===== src/rtl/dma4_pkg.sv =====
package dma4_pkg;

  localparam logic [7:0] PORT_MASK = 8'h0A;
  localparam logic [7:0] PORT_MODE = 8'h0B;
  localparam logic [7:0] PORT_PCLR = 8'h0C;

  typedef enum logic [1:0] {
    OP_CHECK   = 2'd0,
    OP_TO_MEM  = 2'd1,
    OP_TO_DEV  = 2'd2,
    OP_INVALID = 2'd3
  } xfer_op_e;

  // Page byte port for each channel; extra channels beyond four are placed above 88h
  function automatic logic [7:0] page_port(input int ch);
    case (ch)
      0:       return 8'h87;
      1:       return 8'h83;
      2:       return 8'h81;
      3:       return 8'h82;
      default: return 8'h88 + 8'(ch);
    endcase
  endfunction

endpackage


===== src/rtl/dma4_decode.sv =====
module dma4_decode
  import dma4_pkg::*;
#(
  parameter int NCH = 4
) (
  input  logic           clk,
  input  logic           rst,
  input  logic           wr_en,
  input  logic [7:0]     wr_addr,
  input  logic [7:0]     wr_data,
  output logic [NCH-1:0] ld_addr_lo,
  output logic [NCH-1:0] ld_addr_hi,
  output logic [NCH-1:0] ld_cnt_lo,
  output logic [NCH-1:0] ld_cnt_hi,
  output logic [NCH-1:0] ld_page,
  output logic [NCH-1:0] ld_mode,
  output logic [NCH-1:0] ld_mask
);

  localparam int CHW = (NCH > 1) ? $clog2(NCH) : 1;
  localparam logic [7:0] REG_TOP = 8'(2 * NCH);

  logic hi_sel_q;
  logic hit_regs;
  logic hit_clear;

  assign hit_regs  = wr_en && (wr_addr < REG_TOP);
  assign hit_clear = wr_en && (wr_addr == PORT_PCLR);

  genvar gi;
  generate
    for (gi = 0; gi < NCH; gi++) begin : g_dec
      logic hit_a;
      logic hit_c;
      assign hit_a = wr_en && (wr_addr == 8'(2 * gi));
      assign hit_c = wr_en && (wr_addr == 8'(2 * gi + 1));
      assign ld_addr_lo[gi] = hit_a && !hi_sel_q;
      assign ld_addr_hi[gi] = hit_a &&  hi_sel_q;
      assign ld_cnt_lo[gi]  = hit_c && !hi_sel_q;
      assign ld_cnt_hi[gi]  = hit_c &&  hi_sel_q;
      assign ld_page[gi]    = wr_en && (wr_addr == page_port(gi));
      assign ld_mode[gi]    = wr_en && (wr_addr == PORT_MODE) && (wr_data[CHW-1:0] == CHW'(gi));
      assign ld_mask[gi]    = wr_en && (wr_addr == PORT_MASK) && (wr_data[CHW-1:0] == CHW'(gi));
    end
  endgenerate

  always_ff @(posedge clk) begin
    if (rst)            hi_sel_q <= 1'b0;
    else if (hit_clear) hi_sel_q <= 1'b0;
    else if (hit_regs)  hi_sel_q <= ~hi_sel_q;
  end


  ptr_clear_chk: assert property (@(posedge clk) disable iff (rst)
    hit_clear |=> !hi_sel_q);


  ptr_flip_chk: assert property (@(posedge clk) disable iff (rst)
    (hit_regs && !hit_clear) |=> (hi_sel_q != $past(hi_sel_q)));


  ld_excl_chk: assert property (@(posedge clk) disable iff (rst)
    $onehot0({ld_addr_lo, ld_addr_hi, ld_cnt_lo, ld_cnt_hi}));

endmodule


===== src/rtl/dma4_chan.sv =====
module dma4_chan
  import dma4_pkg::*;
#(
  parameter int DW = 8
) (
  input  logic            clk,
  input  logic            rst,
  input  logic [DW-1:0]   data,
  input  logic            ld_addr_lo,
  input  logic            ld_addr_hi,
  input  logic            ld_cnt_lo,
  input  logic            ld_cnt_hi,
  input  logic            ld_page,
  input  logic            ld_mode,
  input  logic            ld_mask,
  input  logic            step,
  output logic [2*DW-1:0] cur_addr,
  output logic [DW-1:0]   page_q,
  output xfer_op_e        op_q,
  output logic            masked,
  output logic            last,
  output logic            tc_flag
);

  localparam int AW = 2 * DW;

  logic [AW-1:0] cnt_q;

  assign last = (cnt_q == '0);

  always_ff @(posedge clk) begin
    if (rst) begin
      cur_addr <= '0;
      cnt_q    <= '0;
      page_q   <= '0;
      op_q     <= OP_CHECK;
      masked   <= 1'b1;
      tc_flag  <= 1'b0;
    end else begin
      if (ld_addr_lo)      cur_addr[DW-1:0]  <= data;
      else if (ld_addr_hi) cur_addr[AW-1:DW] <= data;
      else if (step)       cur_addr <= cur_addr + AW'(1);

      if (ld_cnt_lo)       cnt_q[DW-1:0]  <= data;
      else if (ld_cnt_hi)  cnt_q[AW-1:DW] <= data;
      else if (step)       cnt_q <= cnt_q - AW'(1);

      if (ld_page) page_q <= data;
      if (ld_mode) op_q   <= xfer_op_e'(data[3:2]);

      if (ld_mask) begin
        masked <= data[2];
        if (!data[2]) tc_flag <= 1'b0;
      end else if (step && last) begin
        masked  <= 1'b1;
        tc_flag <= 1'b1;
      end
    end
  end


  addr_step_chk: assert property (@(posedge clk) disable iff (rst)
    (step && !ld_addr_lo && !ld_addr_hi) |=> (cur_addr == AW'($past(cur_addr) + AW'(1))));


  page_hold_chk: assert property (@(posedge clk) disable iff (rst)
    (step && !ld_page) |=> $stable(page_q));


  tc_mask_chk: assert property (@(posedge clk) disable iff (rst)
    (step && last && !ld_mask) |=> (masked && tc_flag));


  unmask_clr_chk: assert property (@(posedge clk) disable iff (rst)
    (ld_mask && !data[2]) |=> (!masked && !tc_flag));

endmodule


===== src/rtl/dma4_prio.sv =====
module dma4_prio #(
  parameter int N  = 4,
  parameter int IW = 2
) (
  input  logic [N-1:0]  req,
  output logic [N-1:0]  gnt,
  output logic [IW-1:0] idx,
  output logic          any
);

  always_comb begin
    gnt = '0;
    idx = '0;
    for (int i = N - 1; i >= 0; i--) begin
      if (req[i]) begin
        gnt    = '0;
        gnt[i] = 1'b1;
        idx    = IW'(i);
      end
    end
  end

  assign any = |req;


  prio_low_chk: assert final (!any || ((req & (gnt - 1'b1)) == '0));

endmodule


===== src/rtl/dma4_core.sv =====
module dma4_core
  import dma4_pkg::*;
#(
  parameter int NCH = 4,
  parameter int DW  = 8
) (
  input  logic                clk,
  input  logic                rst,
  input  logic                wr_en,
  input  logic [7:0]          wr_addr,
  input  logic [DW-1:0]       wr_data,
  input  logic [NCH-1:0]      dreq,
  output logic [NCH-1:0]      dack,
  output logic [3*DW-1:0]     mem_addr,
  output logic                mem_rd,
  output logic                mem_wr,
  output logic                tc_pulse,
  output logic [NCH-1:0]      tc_status
);

  localparam int CHW = (NCH > 1) ? $clog2(NCH) : 1;
  localparam int AW  = 2 * DW;

  logic [NCH-1:0] ld_addr_lo, ld_addr_hi, ld_cnt_lo, ld_cnt_hi;
  logic [NCH-1:0] ld_page, ld_mode, ld_mask;
  logic [NCH-1:0] mask_v, last_v, step_v, req_v, gnt_v;
  logic [AW-1:0]  addr_a [NCH];
  logic [DW-1:0]  page_a [NCH];
  xfer_op_e       op_a   [NCH];
  logic [CHW-1:0] gnt_idx;
  logic           gnt_any;
  logic           hold_q;
  logic           go;

  dma4_decode #(.NCH(NCH)) u_decode (
    .clk        (clk),
    .rst        (rst),
    .wr_en      (wr_en),
    .wr_addr    (wr_addr),
    .wr_data    (wr_data),
    .ld_addr_lo (ld_addr_lo),
    .ld_addr_hi (ld_addr_hi),
    .ld_cnt_lo  (ld_cnt_lo),
    .ld_cnt_hi  (ld_cnt_hi),
    .ld_page    (ld_page),
    .ld_mode    (ld_mode),
    .ld_mask    (ld_mask)
  );

  genvar gc;
  generate
    for (gc = 0; gc < NCH; gc++) begin : g_ch
      dma4_chan #(.DW(DW)) u_chan (
        .clk        (clk),
        .rst        (rst),
        .data       (wr_data),
        .ld_addr_lo (ld_addr_lo[gc]),
        .ld_addr_hi (ld_addr_hi[gc]),
        .ld_cnt_lo  (ld_cnt_lo[gc]),
        .ld_cnt_hi  (ld_cnt_hi[gc]),
        .ld_page    (ld_page[gc]),
        .ld_mode    (ld_mode[gc]),
        .ld_mask    (ld_mask[gc]),
        .step       (step_v[gc]),
        .cur_addr   (addr_a[gc]),
        .page_q     (page_a[gc]),
        .op_q       (op_a[gc]),
        .masked     (mask_v[gc]),
        .last       (last_v[gc]),
        .tc_flag    (tc_status[gc])
      );
    end
  endgenerate

  assign req_v = dreq & ~mask_v;

  dma4_prio #(.N(NCH), .IW(CHW)) u_prio (
    .req (req_v),
    .gnt (gnt_v),
    .idx (gnt_idx),
    .any (gnt_any)
  );

  assign go     = !hold_q && gnt_any;
  assign step_v = go ? gnt_v : '0;

  always_ff @(posedge clk) begin
    if (rst) begin
      hold_q   <= 1'b0;
      dack     <= '0;
      mem_addr <= '0;
      mem_rd   <= 1'b0;
      mem_wr   <= 1'b0;
      tc_pulse <= 1'b0;
    end else begin
      hold_q <= go;
      dack   <= step_v;
      if (go) begin
        mem_addr <= {page_a[gnt_idx], addr_a[gnt_idx]};
        mem_rd   <= (op_a[gnt_idx] == OP_TO_DEV);
        mem_wr   <= (op_a[gnt_idx] == OP_TO_MEM);
        tc_pulse <= last_v[gnt_idx];
      end else begin
        mem_rd   <= 1'b0;
        mem_wr   <= 1'b0;
        tc_pulse <= 1'b0;
      end
    end
  end


  dack_onehot_chk: assert property (@(posedge clk) disable iff (rst)
    $onehot0(dack));


  dack_single_chk: assert property (@(posedge clk) disable iff (rst)
    (|dack) |=> (dack == '0));


  dack_cause_chk: assert property (@(posedge clk) disable iff (rst)
    (|dack) |-> $past(|(dreq & ~mask_v)));


  strobe_excl_chk: assert property (@(posedge clk) disable iff (rst)
    !(mem_rd && mem_wr));


  strobe_dack_chk: assert property (@(posedge clk) disable iff (rst)
    (mem_rd || mem_wr) |-> (|dack));


  tc_dack_chk: assert property (@(posedge clk) disable iff (rst)
    tc_pulse |-> (|dack));

endmodule


===== config.mk =====
export PLATFORM = sky130hd
export DESIGN_NAME = dma4_core
export DESIGN_NICKNAME = d
export VERILOG_FILES = /design/src/rtl/dma4_pkg.sv /design/src/rtl/dma4_decode.sv /design/src/rtl/dma4_chan.sv /design/src/rtl/dma4_prio.sv /design/src/rtl/dma4_core.sv
export SDC_FILE = /design/constraint.sdc
export NUM_CORES = 1
export LEC_CHECK = 0
export ABC_CLOCK_PERIOD_IN_PS = 3400
export BUFFER_PORTS_ARGS = -buffer_cell sky130_fd_sc_hd__clkbuf_2
export CELL_PAD_IN_SITES_DETAIL_PLACEMENT = 0
export CELL_PAD_IN_SITES_GLOBAL_PLACEMENT = 1
export CORE_UTILIZATION = 51
export DETAILED_ROUTE_END_ITERATION = 12
export HOLD_SLACK_MARGIN = 0.08
export PLACE_DENSITY_LB_ADDON = 0.1
export RECOVER_POWER = 100
export SKIP_LAST_GASP = 1
export SYNTH_ARGS = -nofsm -noshare
export SYNTH_HDL_FRONTEND = slang
export SYNTH_SLANG_ARGS = --single-unit

===== constraint.sdc =====
create_clock -name clk -period 3.4 [get_ports clk]
set_input_delay 0.17 -clock clk [delete_from_list [all_inputs] [get_ports clk]]
set_output_delay 0.17 -clock clk [all_outputs]
set_load 0.01 [all_outputs]

==> summary.md <==
| Metric | Value |
|---|---|
| Routed Antenna Nets | 0 |
| Met1 layer usage reported by global route | 44.9% |
| GR Layer Usage met3 | 3.35% |
| First-pass GRT wire length | 55.3 mm |
| EDFF count, synth | 0 |
| DP Area | 11700 µm² |
| Crit path time final | 2.81 ns |
| Violated checks | capacitance limit, slew limit |
| Final-report setup violation count | 0 |
| Final Skew | 0.0111 ns |
| Synthesis warning total | 0 |
| CP required | 3.84 ns |
| Post-synth top area share | 37.4% |
| Setup Fix Bufs, Post-CTS | 0 |
| DP HPWL | 23.5 mm |
| Worst hold slack | 0.230 ns |
| Global route overflow | 0 |
| Slew margin rel. | -0.0975% |
| Antenna cells | 0 |
| Seq/Total Area, Yosys | 37.4% |
| DRT Pass-1 Iters | 5 |
| Clock Path Buffers | 3 |
| Synthesized area per cell | 8.57 µm² |
| Area of the mapped netlist | 11200 µm² |
| Clock sink count | 209 |
| Slowest-stage cell, CP | nor3_1 |
| CP arrival | 3.24 ns |
| Post-synthesis async set-or-reset flop share | 0% |
| Max H-tree Level | 1 |
| CP max stage delay | 1.06 ns |
| RSZ-0062 raised after global routing | false |
| Layout area overhead | 10.9% |
| Initial antenna violation count | 0 |
| CP max FO | 11 |
| Die area | 22500 µm² |
| Cell area after layout | 12400 µm² |
| PwrDens | 436 nW/µm² |
| Setup TNS Final | 0 ns |
| Cell variety after synth | 75 |
| Layer with the highest usage | met2 |
| DRC | 0 |
| Total CTS buffers | 24 |
| Largest net degree at the start of global routing | 138 |
| Worst skew pair latency | 0.53 ns |
| GR Layer Usage met2 | 50.6% |
| Core box area | 21300 µm² |
| Routed WL per cell | 22.0 µm |
| Achievable Freq | 356 MHz |
| CP endpoint kind | flip-flop |
| Overall power | 5.41 mW |
| Row cnt | 53 |
| GRT Util Overall | 32.0% |
| Max VDD drop | 323 µV |
| Slew @ Worst Pin | 1.49 ns |
| Number of global-route vias before repair | 9470 |
| Root Buffer | clkbuf_16 |
| CTS resizes | 0 |
| Clk pin slew, worst setup/hold paths | 0.06 ns |
| Critical Path Start Type | flip-flop |
| Static leakage | 3.88 nW |
| Routed WL | 35.8 mm |
| Cts hold-fix bufs | 2 |
| Final Wtd Congestion | 0.896 |
| Via-per-instance ratio | 6.50 |
| Setup CP Type | flip-flop to flip-flop |
| Layout Cells excl Fill | 1622 |
| Cells after Synth | 1305 |
| Pins Over Slew Limit | 1 |
| Dpl ws | 0.548 ns |
| Crit path buffers/inverters | 0 |
| DR vias | 10.5k |
| Final Cycle Share | 82.6% |
| Die width | 150 µm |
| Largest cells by area after synthesis | dfxtp_1, mux4_2, nand2_1 |
| Yosys top cell by area | dfxtp_1 |
| Most used DFF post-synth | dfxtp_1 |
| CP top delay family | simple AND/OR/NAND/NOR gates |
| I/O pin total | 58 |
| TritonCTS clock tree | built |
| Initial drt markers | 993 |
| Max cap viols | 1 |
| Layout net count | 1360 |
| Initial Util | 52.5% |
| Syn nets | 1336 |
| Crit-path cells | nor2b_1, or3_1, nor3_1, a211oi_1, nor4_1 |
| Die H | 150 µm |
| Post-synthesis register bit count | 209 |
| Worst setup margin | 0.593 ns |
| HP Class | primary input to flip-flop |
| Fin. Hold Viols | 0 |
| Port Buffers | 57 |
| Status | complete, but fails checks |
| Placed cells | 1576 |
| Share of layout cells above drive strength 1 | 10.2% |
| Final Util | 58.2% |
[synth_stat cells (all sizes together), types with 13 or more instances]
library cell and instances:
buf 27, or3 34, nor4 29, nor3 63, a2bb2oi 13, dfxtp 209
inv 32, mux2i 36, o311ai 15, mux4 26, clkbuf 60, o211ai 35
nand2b 18, a211oi 26, a32oi 13, nand2 115, nor2 104, o21ai 34
a21oi 86, a31oi 47, a22o 24, nand3 72, or4 19, nand4 19
[kinds of logic (layout without fill, tap and decap cells)]
| family | count (synthesis) | count (layout) | share of synthesized area [%] |
|---|---|---|---|
| xor gates and xnor gates | 17 | 17 | 1.33 |
| AOI/OAI and AO/OA | 341 | 341 | 21.1 |
| muxes | 66 | 66 | 8.87 |
| buffers and inverters | 119 | 161 | 4.44 |
| adders and majority gates | 8 | 8 | 0.895 |
| and+or+nand+nor | 545 | 545 | 26.0 |
| DFF | 209 | 209 | 37.4 |
[worst register-to-register path, delay by kind of cell, from the launching register on]
kind	cells	cell delay, ns
AOI/OAI and AO/OA	1	0.17
and+or+nand+nor	4	2.15
DFF	1	0.42
[where the power goes]
part / internal (mW) / switching [mW]
registers: 2.45 / 0.00258
clock network: 1.69 / 1.06
logic: 0.0356 / 0.161
total: 4.18 / 1.23
[path summary, 6_finish.rpt]
check / from / to / slack [ns] / cells past startpoint
hold / removal: wr_addr[6] / g_ch[2].u_chan.cur_addr[4] / 0.23 / 5
setup / recovery: g_ch[0].u_chan.masked / g_ch[3].u_chan.cur_addr[3] / 0.59 / 5
setup reg to reg: g_ch[0].u_chan.masked / g_ch[3].u_chan.cur_addr[3] / 0.59 / 5
hold reg to reg: g_ch[1].u_chan.op_q[1] / g_ch[1].u_chan.op_q[1] / 0.46 / 2
[flip-flops by register name, indices dropped and copies added (netlist names), 4 cells and up]
| name | flops |
|---|---|
| g_ch.u_chan.op_q | 8 |
| dack | 4 |
| g_ch.u_chan.tc_flag | 4 |
| g_ch.u_chan.masked | 4 |
| mem_addr | 24 |
| g_ch.u_chan.cur_addr | 64 |
| g_ch.u_chan.page_q | 32 |
| g_ch.u_chan.cnt_q | 64 |
[layout by cell type (no fill, tap or decap), types with 26 or more instances in the layout]
master and count:
a21oi_1 85, a31oi_1 47, clkbuf_1 53, dfxtp_1 209, inv_1 31, mux2i_1 36, mux4_2 26, nand2_1 115
nand3_1 72, nor2_1 103, nor3_1 57, nor4_1 27, o211ai_1 35, o21ai_0 34, or3_1 34
[metal layers]
| metal | vias up | routed length, µm |
|---|---|---|
| met5 | - | 0 |
| met4 | 0 | 1220 |
| met3 | 69 | 2060 |
| met2 | 367 | 16300 |
| met1 | 5077 | 16200 |
| li1 | 5024 | - |
[layout make-up]
cell class	count	area (µm²)
Multi-Input combinational cell	977	6470
Fill cell	1980	8890
Clock buffer	35	682
Clock inverter	9	156
Inverter	32	120
Timing Repair Buffer	85	439
Tap cell	275	344
Sequential cell	209	4180
Power figures use the tool's default switching activity.
